<file path="src/rtl/pbus_dma_pkg.sv">
package pbus_dma_pkg;

    localparam int unsigned BUS_AW = 32;
    localparam logic [BUS_AW-1:0] SAVE_BASE   = 32'h0800_0000;
    localparam logic [BUS_AW-1:0] SAVE_REMAP_TOP = 32'h0801_0000;
    localparam logic [BUS_AW-1:0] DOM2_TOP    = 32'h1000_0000;
    localparam logic [BUS_AW-1:0] SAVE_LOW_MASK = 32'h000F_FFFF;

    typedef enum logic [2:0] {
        ST_IDLE,
        ST_FETCH,
        ST_PUT,
        ST_FIXUP,
        ST_SETTLE,
        ST_NOTIFY
    } dma_state_e;

    typedef enum logic {
        DIR_MEM_TO_BUS,
        DIR_BUS_TO_MEM
    } dma_dir_e;

    // Flash save window: low 20 bits shifted left, ORed with the window base.
    function automatic logic [BUS_AW-1:0] save_remap(input logic [BUS_AW-1:0] a,
                                                     input logic en);
        if (en && (a >= SAVE_BASE) && (a < SAVE_REMAP_TOP))
            return SAVE_BASE | ((a & SAVE_LOW_MASK) << 1);
        else
            return a;
    endfunction

    function automatic logic in_domain2(input logic [BUS_AW-1:0] a);
        return (a >= SAVE_BASE) && (a < DOM2_TOP);
    endfunction

endpackage

</file>
<file path="src/rtl/pbus_dma_regs.sv">
module pbus_dma_regs
    import pbus_dma_pkg::*;
#(
    parameter int unsigned MEM_AW = 24,
    parameter int unsigned LEN_W  = 24
) (
    input  logic                 clk,
    input  logic                 rst_n,
    input  logic                 wr,
    input  logic [4:0]           addr,
    input  logic [31:0]          wdata,
    input  logic                 engaged,
    input  logic                 upd,
    input  logic [MEM_AW-1:0]    upd_mem,
    input  logic [BUS_AW-1:0]    upd_bus,
    output logic [31:0]          rdata,
    output logic [MEM_AW-1:0]    mem_base,
    output logic [BUS_AW-1:0]    bus_base,
    output logic                 go_m2b,
    output logic                 go_b2m,
    output logic [LEN_W-1:0]     go_len
);

    localparam logic [4:0] OFS_MEM    = 5'h00;
    localparam logic [4:0] OFS_BUS    = 5'h04;
    localparam logic [4:0] OFS_M2B    = 5'h08;
    localparam logic [4:0] OFS_B2M    = 5'h0C;
    localparam logic [4:0] OFS_STATUS = 5'h10;

    logic [LEN_W-1:0] len_m2b_q;
    logic [LEN_W-1:0] len_b2m_q;
    logic             hit_m2b;
    logic             hit_b2m;

    assign hit_m2b = wr && (addr == OFS_M2B) && !engaged;
    assign hit_b2m = wr && (addr == OFS_B2M) && !engaged;
    assign go_m2b  = hit_m2b;
    assign go_b2m  = hit_b2m;
    assign go_len  = wdata[LEN_W-1:0];

    always_ff @(posedge clk or negedge rst_n) begin
        if (!rst_n) begin
            mem_base  <= '0;
            bus_base  <= '0;
            len_m2b_q <= '0;
            len_b2m_q <= '0;
        end else begin
            if (upd) begin
                mem_base <= upd_mem;
                bus_base <= upd_bus;
            end else if (wr) begin
                if (addr == OFS_MEM) mem_base <= wdata[MEM_AW-1:0];
                if (addr == OFS_BUS) bus_base <= {wdata[BUS_AW-1:1], 1'b0};
            end
            if (hit_m2b) len_m2b_q <= wdata[LEN_W-1:0];
            if (hit_b2m) len_b2m_q <= wdata[LEN_W-1:0];
        end
    end

    always_comb begin
        unique case (addr)
            OFS_MEM:    rdata = 32'(mem_base);
            OFS_BUS:    rdata = bus_base;
            OFS_M2B:    rdata = 32'(len_m2b_q);
            OFS_B2M:    rdata = 32'(len_b2m_q);
            OFS_STATUS: rdata = {31'b0, engaged};
            default:    rdata = '0;
        endcase
    end

endmodule

</file>
<file path="src/rtl/pbus_dma_cost.sv">
module pbus_dma_cost #(
    parameter int unsigned CNT_W       = 25,
    parameter int unsigned TMR_W       = 33,
    parameter int unsigned D1_SETUP    = 3,
    parameter int unsigned D1_PER_BYTE = 1,
    parameter int unsigned D2_SETUP    = 6,
    parameter int unsigned D2_PER_BYTE = 2
) (
    input  logic             dom2,
    input  logic [CNT_W-1:0] nbytes,
    output logic [TMR_W-1:0] delay
);

    localparam int unsigned NDOM = 2;

    logic [TMR_W-1:0] dom_cost [NDOM];

    // One cost term per domain, selected by the address domain.
    for (genvar d = 0; d < NDOM; d++) begin : g_dom
        localparam int unsigned SETUP = (d == 0) ? D1_SETUP : D2_SETUP;
        localparam int unsigned PER   = (d == 0) ? D1_PER_BYTE : D2_PER_BYTE;
        assign dom_cost[d] = TMR_W'(SETUP) + TMR_W'(PER) * TMR_W'(nbytes);
    end

    assign delay = dom2 ? dom_cost[1] : dom_cost[0];

endmodule

</file>
<file path="src/rtl/pbus_dma_timer.sv">
module pbus_dma_timer #(
    parameter int unsigned TMR_W = 33
) (
    input  logic             clk,
    input  logic             rst_n,
    input  logic             load,
    input  logic [TMR_W-1:0] load_val,
    input  logic             run,
    output logic             zero
);

    logic [TMR_W-1:0] cnt_q;

    always_ff @(posedge clk or negedge rst_n) begin
        if (!rst_n)                    cnt_q <= '0;
        else if (load)                 cnt_q <= load_val;
        else if (run && cnt_q != '0)   cnt_q <= cnt_q - TMR_W'(1);
    end

    assign zero = (cnt_q == '0);

endmodule

</file>
<file path="src/rtl/pbus_dma.sv">
module pbus_dma
    import pbus_dma_pkg::*;
#(
    parameter int unsigned MEM_AW      = 24,
    parameter int unsigned LEN_W       = 24,
    parameter int unsigned D1_SETUP    = 3,
    parameter int unsigned D1_PER_BYTE = 1,
    parameter int unsigned D2_SETUP    = 6,
    parameter int unsigned D2_PER_BYTE = 2
) (
    input  logic              clk,
    input  logic              rst_n,
    input  logic              save_flash_mode,
    input  logic              reg_wr,
    input  logic [4:0]        reg_addr,
    input  logic [31:0]       reg_wdata,
    output logic [31:0]       reg_rdata,
    output logic              mem_req,
    output logic              mem_we,
    output logic [MEM_AW-1:0] mem_addr,
    output logic [7:0]        mem_wdata,
    input  logic [7:0]        mem_rdata,
    input  logic              mem_rdy,
    output logic              bus_req,
    output logic              bus_we,
    output logic [31:0]       bus_addr,
    output logic [7:0]        bus_wdata,
    input  logic [7:0]        bus_rdata,
    input  logic              bus_rdy,
    output logic              busy,
    output logic              done_irq
);

    localparam int unsigned CNT_W = LEN_W + 1;
    localparam int unsigned TMR_W = CNT_W + 8;
    localparam logic [MEM_AW-1:0] ALIGN_ADD  = MEM_AW'(7);
    localparam logic [MEM_AW-1:0] ALIGN_MASK = ~MEM_AW'(7);

    dma_state_e state_q, state_d;

    dma_dir_e          dir_q;
    logic [MEM_AW-1:0] w_mem_q;
    logic [BUS_AW-1:0] w_bus_q;
    logic [CNT_W-1:0]  w_len_q;
    logic [CNT_W-1:0]  idx_q;
    logic [7:0]        byte_q;

    logic [MEM_AW-1:0] mem_base;
    logic [BUS_AW-1:0] bus_base;
    logic              go_m2b, go_b2m;
    logic [LEN_W-1:0]  go_len;
    logic              go;

    logic              src_rdy, dst_rdy;
    logic [7:0]        src_data;
    logic              last_byte;

    logic [MEM_AW-1:0] mem_end, mem_up;
    logic [BUS_AW-1:0] bus_end, bus_up;
    logic              fixup;
    logic [TMR_W-1:0]  delay;
    logic              tmr_zero;

    assign go = go_m2b || go_b2m;

    pbus_dma_regs #(
        .MEM_AW (MEM_AW),
        .LEN_W  (LEN_W)
    ) u_regs (
        .clk      (clk),
        .rst_n    (rst_n),
        .wr       (reg_wr),
        .addr     (reg_addr),
        .wdata    (reg_wdata),
        .engaged  (busy),
        .upd      (fixup),
        .upd_mem  (mem_up),
        .upd_bus  (bus_up),
        .rdata    (reg_rdata),
        .mem_base (mem_base),
        .bus_base (bus_base),
        .go_m2b   (go_m2b),
        .go_b2m   (go_b2m),
        .go_len   (go_len)
    );

    pbus_dma_cost #(
        .CNT_W       (CNT_W),
        .TMR_W       (TMR_W),
        .D1_SETUP    (D1_SETUP),
        .D1_PER_BYTE (D1_PER_BYTE),
        .D2_SETUP    (D2_SETUP),
        .D2_PER_BYTE (D2_PER_BYTE)
    ) u_cost (
        .dom2   (in_domain2(w_bus_q)),
        .nbytes (w_len_q),
        .delay  (delay)
    );

    pbus_dma_timer #(
        .TMR_W (TMR_W)
    ) u_timer (
        .clk      (clk),
        .rst_n    (rst_n),
        .load     (fixup),
        .load_val (delay),
        .run      (state_q == ST_SETTLE),
        .zero     (tmr_zero)
    );

    // Handshake side selection.
    assign src_rdy   = (dir_q == DIR_MEM_TO_BUS) ? mem_rdy : bus_rdy;
    assign dst_rdy   = (dir_q == DIR_MEM_TO_BUS) ? bus_rdy : mem_rdy;
    assign src_data  = (dir_q == DIR_MEM_TO_BUS) ? mem_rdata : bus_rdata;
    assign last_byte = (idx_q == w_len_q - CNT_W'(1));

    // Post-transfer address fixups.
    assign mem_end = w_mem_q + MEM_AW'(w_len_q);
    assign mem_up  = (mem_end + ALIGN_ADD) & ALIGN_MASK;
    assign bus_end = w_bus_q + BUS_AW'(w_len_q);
    assign bus_up  = bus_end + {{(BUS_AW-1){1'b0}}, bus_end[0]};
    assign fixup   = (state_q == ST_FIXUP);

    // State register.
    always_ff @(posedge clk or negedge rst_n) begin
        if (!rst_n) state_q <= ST_IDLE;
        else        state_q <= state_d;
    end

    // Next-state logic.
    always_comb begin
        state_d = state_q;
        unique case (state_q)
            ST_IDLE:   if (go) state_d = ST_FETCH;
            ST_FETCH:  if (src_rdy) state_d = ST_PUT;
            ST_PUT:    if (dst_rdy) state_d = last_byte ? ST_FIXUP : ST_FETCH;
            ST_FIXUP:  state_d = ST_SETTLE;
            ST_SETTLE: if (tmr_zero) state_d = ST_NOTIFY;
            ST_NOTIFY: state_d = go ? ST_FETCH : ST_IDLE;
            default:   state_d = ST_IDLE;
        endcase
    end

    // Working copies of the transfer.
    always_ff @(posedge clk or negedge rst_n) begin
        if (!rst_n) begin
            dir_q   <= DIR_MEM_TO_BUS;
            w_mem_q <= '0;
            w_bus_q <= '0;
            w_len_q <= '0;
            idx_q   <= '0;
            byte_q  <= '0;
        end else begin
            if (go) begin
                dir_q   <= go_b2m ? DIR_BUS_TO_MEM : DIR_MEM_TO_BUS;
                w_mem_q <= mem_base;
                w_bus_q <= save_remap(bus_base, save_flash_mode);
                w_len_q <= CNT_W'(go_len) + CNT_W'(1);
                idx_q   <= '0;
            end else if (state_q == ST_PUT && dst_rdy) begin
                idx_q   <= idx_q + CNT_W'(1);
            end
            if (state_q == ST_FETCH && src_rdy)
                byte_q <= src_data;
        end
    end

    // Outputs decoded from the state register.
    always_comb begin
        busy     = 1'b0;
        done_irq = 1'b0;
        mem_req  = 1'b0;
        bus_req  = 1'b0;
        mem_we   = 1'b0;
        bus_we   = 1'b0;
        unique case (state_q)
            ST_IDLE: ;
            ST_FETCH: begin
                busy    = 1'b1;
                mem_req = (dir_q == DIR_MEM_TO_BUS);
                bus_req = (dir_q == DIR_BUS_TO_MEM);
            end
            ST_PUT: begin
                busy    = 1'b1;
                mem_req = (dir_q == DIR_BUS_TO_MEM);
                bus_req = (dir_q == DIR_MEM_TO_BUS);
                mem_we  = 1'b1;
                bus_we  = 1'b1;
            end
            ST_FIXUP:  busy = 1'b1;
            ST_SETTLE: busy = 1'b1;
            ST_NOTIFY: done_irq = 1'b1;
            default: ;
        endcase
    end

    assign mem_addr  = w_mem_q + MEM_AW'(idx_q);
    assign bus_addr  = w_bus_q + BUS_AW'(idx_q);
    assign mem_wdata = byte_q;
    assign bus_wdata = byte_q;

endmodule

</file>
<file path="config.mk">
export PLATFORM = sky130hd
export DESIGN_NAME = pbus_dma
export DESIGN_NICKNAME = d
export VERILOG_FILES = /design/src/rtl/pbus_dma_pkg.sv /design/src/rtl/pbus_dma_regs.sv /design/src/rtl/pbus_dma_cost.sv /design/src/rtl/pbus_dma_timer.sv /design/src/rtl/pbus_dma.sv
export SDC_FILE = /design/constraint.sdc
export NUM_CORES = 1
export LEC_CHECK = 0
export BUFFER_PORTS_ARGS = -buffer_cell sky130_fd_sc_hd__buf_2
export CAP_MARGIN = 20
export CELL_PAD_IN_SITES_DETAIL_PLACEMENT = 0
export CELL_PAD_IN_SITES_GLOBAL_PLACEMENT = 1
export CORE_MARGIN = 2
export CORE_UTILIZATION = 50
export CTS_CLUSTER_SIZE = 12
export DETAILED_ROUTE_END_ITERATION = 10
export GPL_ROUTABILITY_DRIVEN = 0
export MAX_ROUTING_LAYER = met4
export PLACE_DENSITY_LB_ADDON = 0.15
export SYNTH_ARGS = -nofsm -noshare
export SYNTH_HDL_FRONTEND = slang
export SYNTH_SLANG_ARGS = --single-unit
</file>
<file path="constraint.sdc">
create_clock -name clk -period 5.5 [get_ports clk]
set_input_delay 0.55 -clock clk [delete_from_list [all_inputs] [get_ports clk]]
set_output_delay 0.55 -clock clk [all_outputs]
set_load 0.005 [all_outputs]
</file>
==> results of run 1 <==
==> area by class of cell <==
type,count,area share
clock inverter,16,0.01142
inverter,53,0.008990
sequential,253,0.2861
multi-input combinational,1922,0.5788
timing repair buffer,187,0.04648
clock buffer,41,0.03856
tap,525,0.02968
==> state kept, by name, indices dropped and copies added, names as in the netlist <==
name              count
state_q               3
dir_q                 1
w_len_q              25
u_regs.mem_base      24
u_regs.bus_base      31
u_regs.len_b2m_q     24
bus_wdata             8
u_regs.len_m2b_q     24
w_bus_q              31
idx_q                25
u_timer.cnt_q        33
w_mem_q              24
==> critical path, cell delays in order (launching register included) <==
cell and delay (ns):
dfrtp_1 0.48, ha_1 0.27, or3_1 0.37, or2_2 0.29, a41oi_1 0.33, o21ai_0 0.25, a21oi_1 0.24, a21oi_1 0.14
o41ai_1 0.46, o311a_1 0.43, nor2_1 0.11, xor2_1 0.15, buf_2 0.14
==> power by group through the flow <==
stage	sequential, W	clock [W]	combinational, W
6_report	0.00374	0.00223	0.00646
5_1_grt	0.00385	0.00234	0.00718
4_1_cts	0.00371	0.00227	0.00639
3_5_place_dp	0.00373	0	0.00634
3_3_place_gp	0.00370	0	0.00625
2_1_floorplan	0.00313	0	0.00500
==> through the flow <==
stage                     power [W]  cells  utilization  cell area (µm²)
after floorplan            0.008130   2369            -            19870
final                       0.01244   2997       0.5608            22130
after global routing        0.01338   2997       0.5608            22130
after CTS                   0.01237   2997       0.5608            22130
after global placement     0.009948   2938       0.5318            20990
after detailed placement    0.01007   2939       0.5325            21010
==> how the worst max path moves through the flow <==
stage	startpoint	endpoint	slack (ns)	cells past startpoint
floorplan	w_len_q[2]	u_regs.mem_base[23]	2.07	15
global placement	idx_q[1]	mem_addr[23]	1.26	12
detailed placement	idx_q[1]	mem_addr[23]	1.27	12
CTS	idx_q[1]	bus_addr[31]	0.63	14
global route	idx_q[1]	mem_addr[23]	0.23	12
finish	idx_q[6]	bus_addr[28]	0.70	12
==> routing by layer <==
metal  global-route usage  share of wire
met1               0.4275           0.48
met2               0.4477           0.44
met3              0.03452          0.060
met4              0.07221          0.025
met5                    -              0
==> synth_stat cells (17+ instances only) <==
library cell | instances | area share
a211oi_1 | 17 | 0.0064
a21o_1 | 27 | 0.010
a21oi_1 | 120 | 0.030
a31oi_1 | 17 | 0.0054
and3_1 | 35 | 0.011
clkbuf_1 | 116 | 0.022
dfrtp_1 | 253 | 0.32
ha_1 | 119 | 0.075
inv_1 | 53 | 0.010
mux2_2 | 64 | 0.036
mux2i_1 | 112 | 0.056
nand2_1 | 349 | 0.066
nand3_1 | 60 | 0.015
nand4_1 | 31 | 0.0098
nor2_1 | 199 | 0.038
nor3_1 | 49 | 0.012
nor4_1 | 21 | 0.0066
o21a_1 | 18 | 0.0068
o21ai_0 | 188 | 0.047
o22ai_1 | 35 | 0.011
or3_1 | 17 | 0.0054
xnor2_1 | 111 | 0.049
xor2_1 | 101 | 0.045
==> cell families after synthesis <==
kind of cell	count (synthesis)	synth area share
simple gates	879	0.2096
compound gates	532	0.1678
flops	253	0.3186
xor+xnor	213	0.09427
buf+inv	194	0.03898
mux	176	0.09270
fa+ha+maj	122	0.07796
==> results_dict.tcl, run 1 <==
set metrics [dict create \
    rows 73 \
    yosysSeqAreaShare 0.3186 \
    worstReg2RegEnd "u_regs.mem_base[23]" \
    die_h_um 203.3 \
    first_pass_iters 5 \
    slew_viol_final 0 \
    track_usage 0.2973 \
    start_util 0.5036 \
    worstReg2RegStart "w_len_q[2]" \
    clk_pin_slew_ns 0.06 \
    pre_cts_ws_ns 1.268 \
    grt_max_degree 164 \
    status "completed" \
    worstPathRequired_ns 4.95 \
    n_fill_cell 3658 \
    num_vias 17760 \
    cellLeakagePower_nw 10.52 \
    p_switching_w 0.005742 \
    numCtsBuffers 31 \
    worstMarginPinSlew_ns 1.115 \
    ir_worst_vdd_mv 0.2914 \
    antenna_left 0 \
    cts_root_buffer "clkbuf_16" \
    syn_nets 2550 \
    area_growth_pct 11.37 \
    routed_via_density 5.924 \
    reg2reg_depth 14 \
    cts_max_level 1 \
    cap_violations 0 \
    cp-start-kind "flip-flop" \
    drc 0 \
    n_antenna_cell 0 \
    hold_path.startpoint "reg_wdata[4]" \
    cts_max_path_buffers 3 \
    die_w_um 203.3 \
    wl_per_cell_um 19.99 \
    p_comb_frac 0.520 \
    holdWs_ns 0.1991 \
    hold_buffers 1 \
    end_kind "output pin" \
    finalCritPeriodShare 0.8719 \
    ys_types 93 \
    layout_setup_ws_ns 0.7048 \
    pwr_density_cell_mw_per_mm2 562.0 \
    cts_sinks 253 \
    layout_commonest_cell "nand2_1" \
    hold_class "in -> reg" \
    cp.arrival_ns 4.25 \
    dieArea_mm2 0.04135 \
    setup_tns_ns 0 \
    grt_pass1_vias 17040 \
    yosys_warnings 0 \
    avgSynthCellArea_um2 8.387 \
    slew_headroom 0.2570 \
    io_pins 169 \
    ys_seq_elements 253 \
    grt_overflow_total 0 \
    max_freq_mhz 208.5 \
    grt_pass1_wl_um 94590 \
    setup_violations 0 \
    cts_setup_buffers 0 \
    drtIter0Drc 1448 \
    path_max_fanout 7 \
    hold-path-cell-count 2 \
    rsz0062_at_grt "false" \
    p_seq_frac 0.301 \
    fin_worst_skew_ns 0.02388 \
    critPathKind "reg -> out" \
    p_int_w 0.006694 \
    cts_resized 0 \
    multi_input_area_mm2 0.01281 \
    holdPathEnd "u_regs.len_m2b_q[4]" \
    synthFlopType "dfrtp_1" \
    drt_wl_total_um 59900 \
    switching_share 0.4617 \
    syn_inst 2369 \
    numPortBuffers 168 \
    nets 2629 \
    core_mm2 0.03946 \
    hold_viol 0 \
    layout_common_cells "nand2_1, dfrtp_1, nor2_1, o21ai_0, buf_2" \
    drive_gt1_frac 0.1428 \
    regArea_mm2 0.006331 \
    cts_tree "built" \
    synth-edff-count 0 \
    async_reset_ff_frac 1.000 \
    synthesis.area_mm2 0.01987 \
    min_period_ns 4.795 \
    clk_latency_ns 0.61 \
    r2r_slack_ns 1.41 \
    antenna_found_initial 0 \
    clockPowerShare 0.179 \
    dpl.hpwl_um 44980 \
]
(Power assumes the default switching activity.)
==> run 2, diff against run 1 <==
ABC_AREA = 1   (was not set)
CORE_UTILIZATION = 48   (was 50)
SLEW_MARGIN = 20   (was not set)
==> run 2 against run 1 <==
  * Register-to-register slack better by 0.50 ns
  * Non-clock buffer count down 3
  * Synthesized area grew 5.7%
  * Sequential cell count did not move
  * Design area is 4.8% higher
  * Highest routed layer unchanged
==> results_dict.tcl, run 2 <==
set metrics [dict create \
    synth.area.top_cells "dfrtp_1, nand2_1, ha_1" \
    synth_top_area_share 0.3016 \
    cts_sinks 253 \
    n_antenna_cell 0 \
    synth.most_common_cell "nand2_1" \
    antenna_left 0 \
    synth-edff-count 0 \
    clk_pin_slew_ns 0.06 \
    antenna_found_initial 0 \
    worstReg2RegStart "state_q[0]" \
    wl_per_cell_um 19.76 \
    cp_cell_sequence "ha_1 -> inv_1 -> fa_1 -> o21ai_0 -> nand3_1 -> nand3_1 -> nand2_1 -> nand2_1 -> nand2_1 -> nand2_1 -> nand2_1 -> nand2_1 -> a21boi_0 -> o21ai_0 -> xor2_1 -> buf_2" \
    slew_viol_final 0 \
    cts_tree "built" \
    yosys_warnings 0 \
    startpoint "idx_q[1]" \
    layout_common_cells "nand2_1, inv_1, nor2_1, dfrtp_1, o21ai_0" \
    path_max_fanout 6 \
    synthSimpleGateAreaFrac 0.3151 \
    min_period_ns 4.070 \
    num_vias 21760 \
    grt_pass1_vias 20400 \
    yosysSeqAreaShare 0.3016 \
    status "completed" \
    layout_commonest_cell "nand2_1" \
    drc 0 \
    placed_cell_area_mm2 0.02225 \
    rows 76 \
    cellLeakagePower_nw 11.89 \
    synthFlopType "dfrtp_1" \
    critPathKind "reg -> out" \
    path_buf_inv 2 \
    end_kind "output pin" \
    cts_root_buffer "clkbuf_16" \
    cp_slowest_cell "dfrtp_1" \
    nets 3404 \
    hold_class "in -> reg" \
    routed_via_density 5.686 \
    largest_register_ffs 33 \
    reg2reg_depth 12 \
    cts_max_path_buffers 3 \
    cp.arrival_ns 3.52 \
    drive_gt1_frac 0.1018 \
    cp-start-kind "flip-flop" \
    top_regs "u_timer.cnt_q: 33 flops, u_regs.bus_base: 31 flops, w_bus_q: 31 flops" \
    crit_family "simple AND/OR/NAND/NOR gates" \
    synth_top_family_by_area "simple AND/OR/NAND/NOR gates" \
    setup_tns_ns 0 \
    pre_cts_ws_ns 1.906 \
    path_depth 16 \
    clk_latency_ns 0.57 \
    syn_inst 3103 \
    syn_nets 3284 \
    start_util 0.4873 \
    ys_types 61 \
    slowest_delay_ns 0.47 \
    crit_end "bus_addr[23]" \
    rsz0062_at_grt "false" \
    fin_worst_skew_ns 0.01562 \
    final_area_mm2 0.02318 \
    synth-compound-area-share 0.1529 \
    max_freq_mhz 245.7 \
    cap_violations 0 \
    synthesis.area_mm2 0.02099 \
    finalCritPeriodShare 0.7399 \
    synthXorXnorAreaFrac 0.06050 \
    grt_overflow_total 0 \
    worstReg2RegEnd "u_regs.len_m2b_q[21]" \
    drtIter0Drc 2105 \
    die_w_um 213.1 \
    synthAdderAreaFrac 0.07379 \
    grt_pass1_wl_um 115100 \
    worstMarginPinSlew_ns 0.8774 \
    hold_viol 0 \
    cts_max_level 1 \
    slew_headroom 0.4129 \
    muxShareOfSynthArea 0 \
    first_pass_iters 5 \
    ys_seq_elements 253 \
    synth_commonest_cells "nand2_1, inv_1, nor2_1" \
    ir_worst_vdd_mv 0.3191 \
    pwr_density_cell_mw_per_mm2 633.9 \
    numPortBuffers 168 \
    layout_setup_ws_ns 1.430 \
    grt_max_degree 125 \
    die_h_um 213.1 \
    avgSynthCellArea_um2 6.765 \
    dieArea_mm2 0.04542 \
    area_growth_pct 10.43 \
    track_usage 0.3395 \
    core_mm2 0.04308 \
    setup_violations 0 \
    async_reset_ff_frac 1.000 \
    drt_wl_total_um 75640 \
    cts_setup_buffers 0 \
    dpl.hpwl_um 59440 \
    r2r_slack_ns 1.91 \
    worstPathRequired_ns 4.95 \
    io_pins 169 \
    path_common_cell "nand2_1" \
    numCtsBuffers 28 \
    synth_largest_area_cell "dfrtp_1" \
    largest-register "u_timer.cnt_q" \
]
==> run 2: changes by cell type in the layout (fill, tap and decap cells not counted), sizes merged, moves of 36 or more <==
cell,before,now
nor2,199,295
mux2i,112,0
mux2,64,0
nand2,351,909
inv,54,405
o21ai,193,229
xnor2,111,38
a21oi,121,164
nand3,63,184
==> run 2: tightest hold or removal path: cells and delay by family <==
kind	cells	cell delay, ns
buffers and inverters	1	0.09
AOI/OAI and AO/OA	1	0.07
and+or+nand+nor	1	0.05
==> run 2: kinds of logic (layout without fill, tap and decap cells) <==
| group | Yosys count | in the layout |
|---|---|---|
| AND/OR/NAND/NOR | 1526 | 1526 |
| AO/OA/AOI/OAI | 552 | 552 |
| buffers and inverters | 505 | 644 |
| flip-flops | 253 | 253 |
| XOR/XNOR | 145 | 145 |
| adder cells (fa/ha/maj) | 122 | 122 |
==> run 2: final cells by class <==
cell class                      count  area (µm²)
Multi-Input combinational cell   2345       12670
Clock buffer                       40       797.0
Sequential cell                   253        6331
Tap cell                          585       732.0
Inverter                          411        1543
Clock inverter                      9       123.9
Fill cell                        4314       19890
Timing Repair Buffer              184       985.9
==> run 2: metal layers <==
layer  up-vias  share of wire  global-route usage
met5         -              0                   -
li1      10410              -                   -
met3       114           0.10             0.05927
met2       912           0.43              0.4994
met1     10320           0.45              0.4807
met4         0          0.027             0.09339
==> run 2: report_power, final <==
group	internal, W	leakage [nW]	switching [W]
clock network	0.00114	0.454	0.000802
logic	0.00302	8.24	0.00568
registers	0.00264	3.20	0.00142
total	0.00680	11.9	0.00790
==> run 2: repair_timing <==
item / in CTS / in global routing
hold buffers: 1 / 0
endpoints found under the hold margin: 9 / 0
gates resized for setup: 0 / 0
==> run 2: worst min path at each step <==
stage                        start  cells after the start                  end
2_1_floorplan                rst_n                      0         bus_wdata[0]
3_3_place_gp   u_regs.bus_base[31]                      2  u_regs.bus_base[31]
3_5_place_dp   u_regs.bus_base[31]                      2  u_regs.bus_base[31]
4_1_cts               bus_rdata[1]                      3         bus_wdata[1]
5_1_grt               bus_rdata[3]                      3         bus_wdata[3]
6_report              bus_rdata[1]                      3         bus_wdata[1]
==> run 2: stage by stage <==
step	hold slack (ns)	power [W]	cells	utilization
finish	0.2399	0.01470	3827	0.5382
global route	0.2486	0.01590	3827	0.5382
CTS	0.2281	0.01453	3827	0.5382
detailed placement	0.4725	0.01253	3777	0.5166
global placement	0.4649	0.01240	3777	0.5166
floorplan	0.2544	0.009581	3103	-
==> run 3, diff against run 2 <==
CORE_UTILIZATION = 40   (was 48)
clock period = 3.45 ns   (was 5.5 ns; I/O delays follow)
==> run 3 against run 2 <==
  * Via count about the same
  * Clock-buffer cell count is 2 higher
  * Clock power grew 91%
  * Cell count up 4.1%
  * Critical path depth shrank 6
  * Core utilization fell by 6.9 points
  * First-iteration DRC count increased by 1.1%
  * Largest power group unchanged
==> results_dict.tcl, run 3 (synthesis gave the netlist of run 2 again) <==
set metrics [dict create \
    io_pins 169 \
    n_antenna_cell 0 \
    numPortBuffers 168 \
    crit_family "compound AO/OA/AOI/OAI gates" \
    slew_viol_final 0 \
    fin_worst_skew_ns 0.02099 \
    finalCritPeriodShare 0.9879 \
    critPathKind "reg -> out" \
    cap_violations 0 \
    holdWs_ns 0.006356 \
    worstMarginPinSlew_ns 0.9072 \
    path_common_cell "a21oi_1" \
    max_freq_mhz 293.4 \
    wl_per_cell_um 19.99 \
    antenna_left 0 \
    num_vias 21770 \
    cp-start-kind "flip-flop" \
    dpl.hpwl_um 63050 \
    clk_latency_ns 0.60 \
    n_fill_cell 5343 \
    routed_via_density 5.465 \
    pre_cts_ws_ns 0.2332 \
    die_h_um 233.1 \
    drt_wl_total_um 79630 \
    cellLeakagePower_nw 12.29 \
    top_regs "u_timer.cnt_q: 33 flops, u_regs.bus_base: 31 flops, w_bus_q: 31 flops" \
    regArea_mm2 0.006339 \
    drive_gt1_frac 0.1320 \
    worstPathRequired_ns 3.11 \
    status "completed" \
    die_w_um 233.1 \
    area_growth_pct 15.40 \
    layout_common_cells "nand2_1, inv_1, nor2_1, dfrtp_1, o21ai_0" \
    antenna_found_initial 2 \
    largest-register "u_timer.cnt_q" \
    cts_max_path_buffers 3 \
    layout_setup_ws_ns 0.04160 \
    setup_tns_ns 0 \
    cp_slowest_cell "dfrtp_1" \
    drc 0 \
    setup_violations 0 \
    grt_overflow_total 0 \
    slowest_delay_ns 0.49 \
    track_usage 0.2982 \
    cts_root_buffer "clkbuf_16" \
    nets 3461 \
    layout_commonest_cell "nand2_1" \
    grt_pass1_vias 20320 \
    hold_viol 0 \
    path_buf_inv 2 \
    cts_sinks 253 \
    rows 83 \
    hold_class "in -> reg" \
    start_util 0.4067 \
    numCtsBuffers 31 \
    grt_max_degree 133 \
    cp_cell_sequence "ha_1 -> a21oi_1 -> inv_1 -> a21oi_1 -> o31ai_1 -> a211oi_1 -> o21ai_1 -> nand2_1 -> xor2_1 -> buf_2" \
    multi_input_area_mm2 0.01291 \
    ir_worst_vdd_mv 0.4156 \
    pwr_density_cell_mw_per_mm2 1024 \
    slew_headroom 0.3930 \
    first_pass_iters 6 \
    cts_tree "built" \
    drtIter0Drc 2128 \
    end_kind "output pin" \
    path_max_fanout 4 \
    dieArea_mm2 0.05433 \
    cp.arrival_ns 3.06 \
    cts_max_level 1 \
    clk_pin_slew_ns 0.06 \
    min_period_ns 3.408 \
    grt_pass1_wl_um 120200 \
    final_cells 3983 \
    largest_register_ffs 33 \
    core_mm2 0.05161 \
    dp.cells 3912 \
]
run 3: cell types whose count changed in the layout (fill, tap and decap cells not counted), moves of 6 or more:
cell / delta
dfrtp_1: -6
a21oi_2: +7
dfrtp_2: +6
ha_1: -7
o21ai_0: -10
buf_4: +46
a21oi_1: -8
run 3: path summary, 6_finish.rpt:
check                                      end                 from  depth (start not counted)  slack [ns]
max                               bus_addr[30]          w_bus_q[15]                         10        0.04
min                        u_regs.bus_base[24]        reg_wdata[24]                          3       0.006
max reg2reg                u_regs.bus_base[25]           w_bus_q[1]                         18        0.32
min reg2reg                u_regs.bus_base[29]  u_regs.bus_base[29]                          2        0.48
max in group asynchronous   u_regs.bus_base[1]                rst_n                          3        2.18
min in group asynchronous          w_bus_q[26]                rst_n                          2        0.30
run 3: per-layer routing:
layer | part of all wire | global-route usage | vias up
li1 | - | - | 10540
met1 | 0.48 | 0.4370 | 10350
met2 | 0.42 | 0.4339 | 804
met3 | 0.078 | 0.04163 | 84
met4 | 0.022 | 0.06549 | 0
met5 | 0 | - | -
run 3: worst min-delay path, stage by stage:
cell and delay, ns:
buf_2 0.08, nand2_1 0.05, o211ai_1 0.09
run 3: area by class of cell:
| cell class | count | share of cell area |
|---|---|---|
| clock buffers | 42 | 0.03620 |
| multi-input cells | 2345 | 0.5330 |
| inverters | 411 | 0.06368 |
| repair buffers | 238 | 0.05950 |
| well taps | 680 | 0.03512 |
| flip-flops and latches | 253 | 0.2616 |
| clock inverters | 14 | 0.01085 |
run 3: power by group:
part           internal (W)  switching, W  total [W]
Clock               0.00230       0.00142    0.00371
Sequential          0.00422       0.00173    0.00596
Combinational       0.00529       0.00984     0.0151
run 3: metrics by stage:
step,power [W],instance area [µm²],utilization
after floorplan,0.01527,20990,-
after global placement,0.02022,22700,0.4398
after detailed placement,0.02042,22700,0.4398
after CTS,0.02435,24000,0.4649
after global routing,0.02686,24230,0.4694
final,0.02481,24230,0.4694
run 3: timing repair:
action	in CTS	in global routing
setup endpoints to repair	27	22
endpoints found under the hold margin	72	0
buffers inserted	3	6
pin swaps	4	10
hold buffers	6	0
resized for setup	24	43
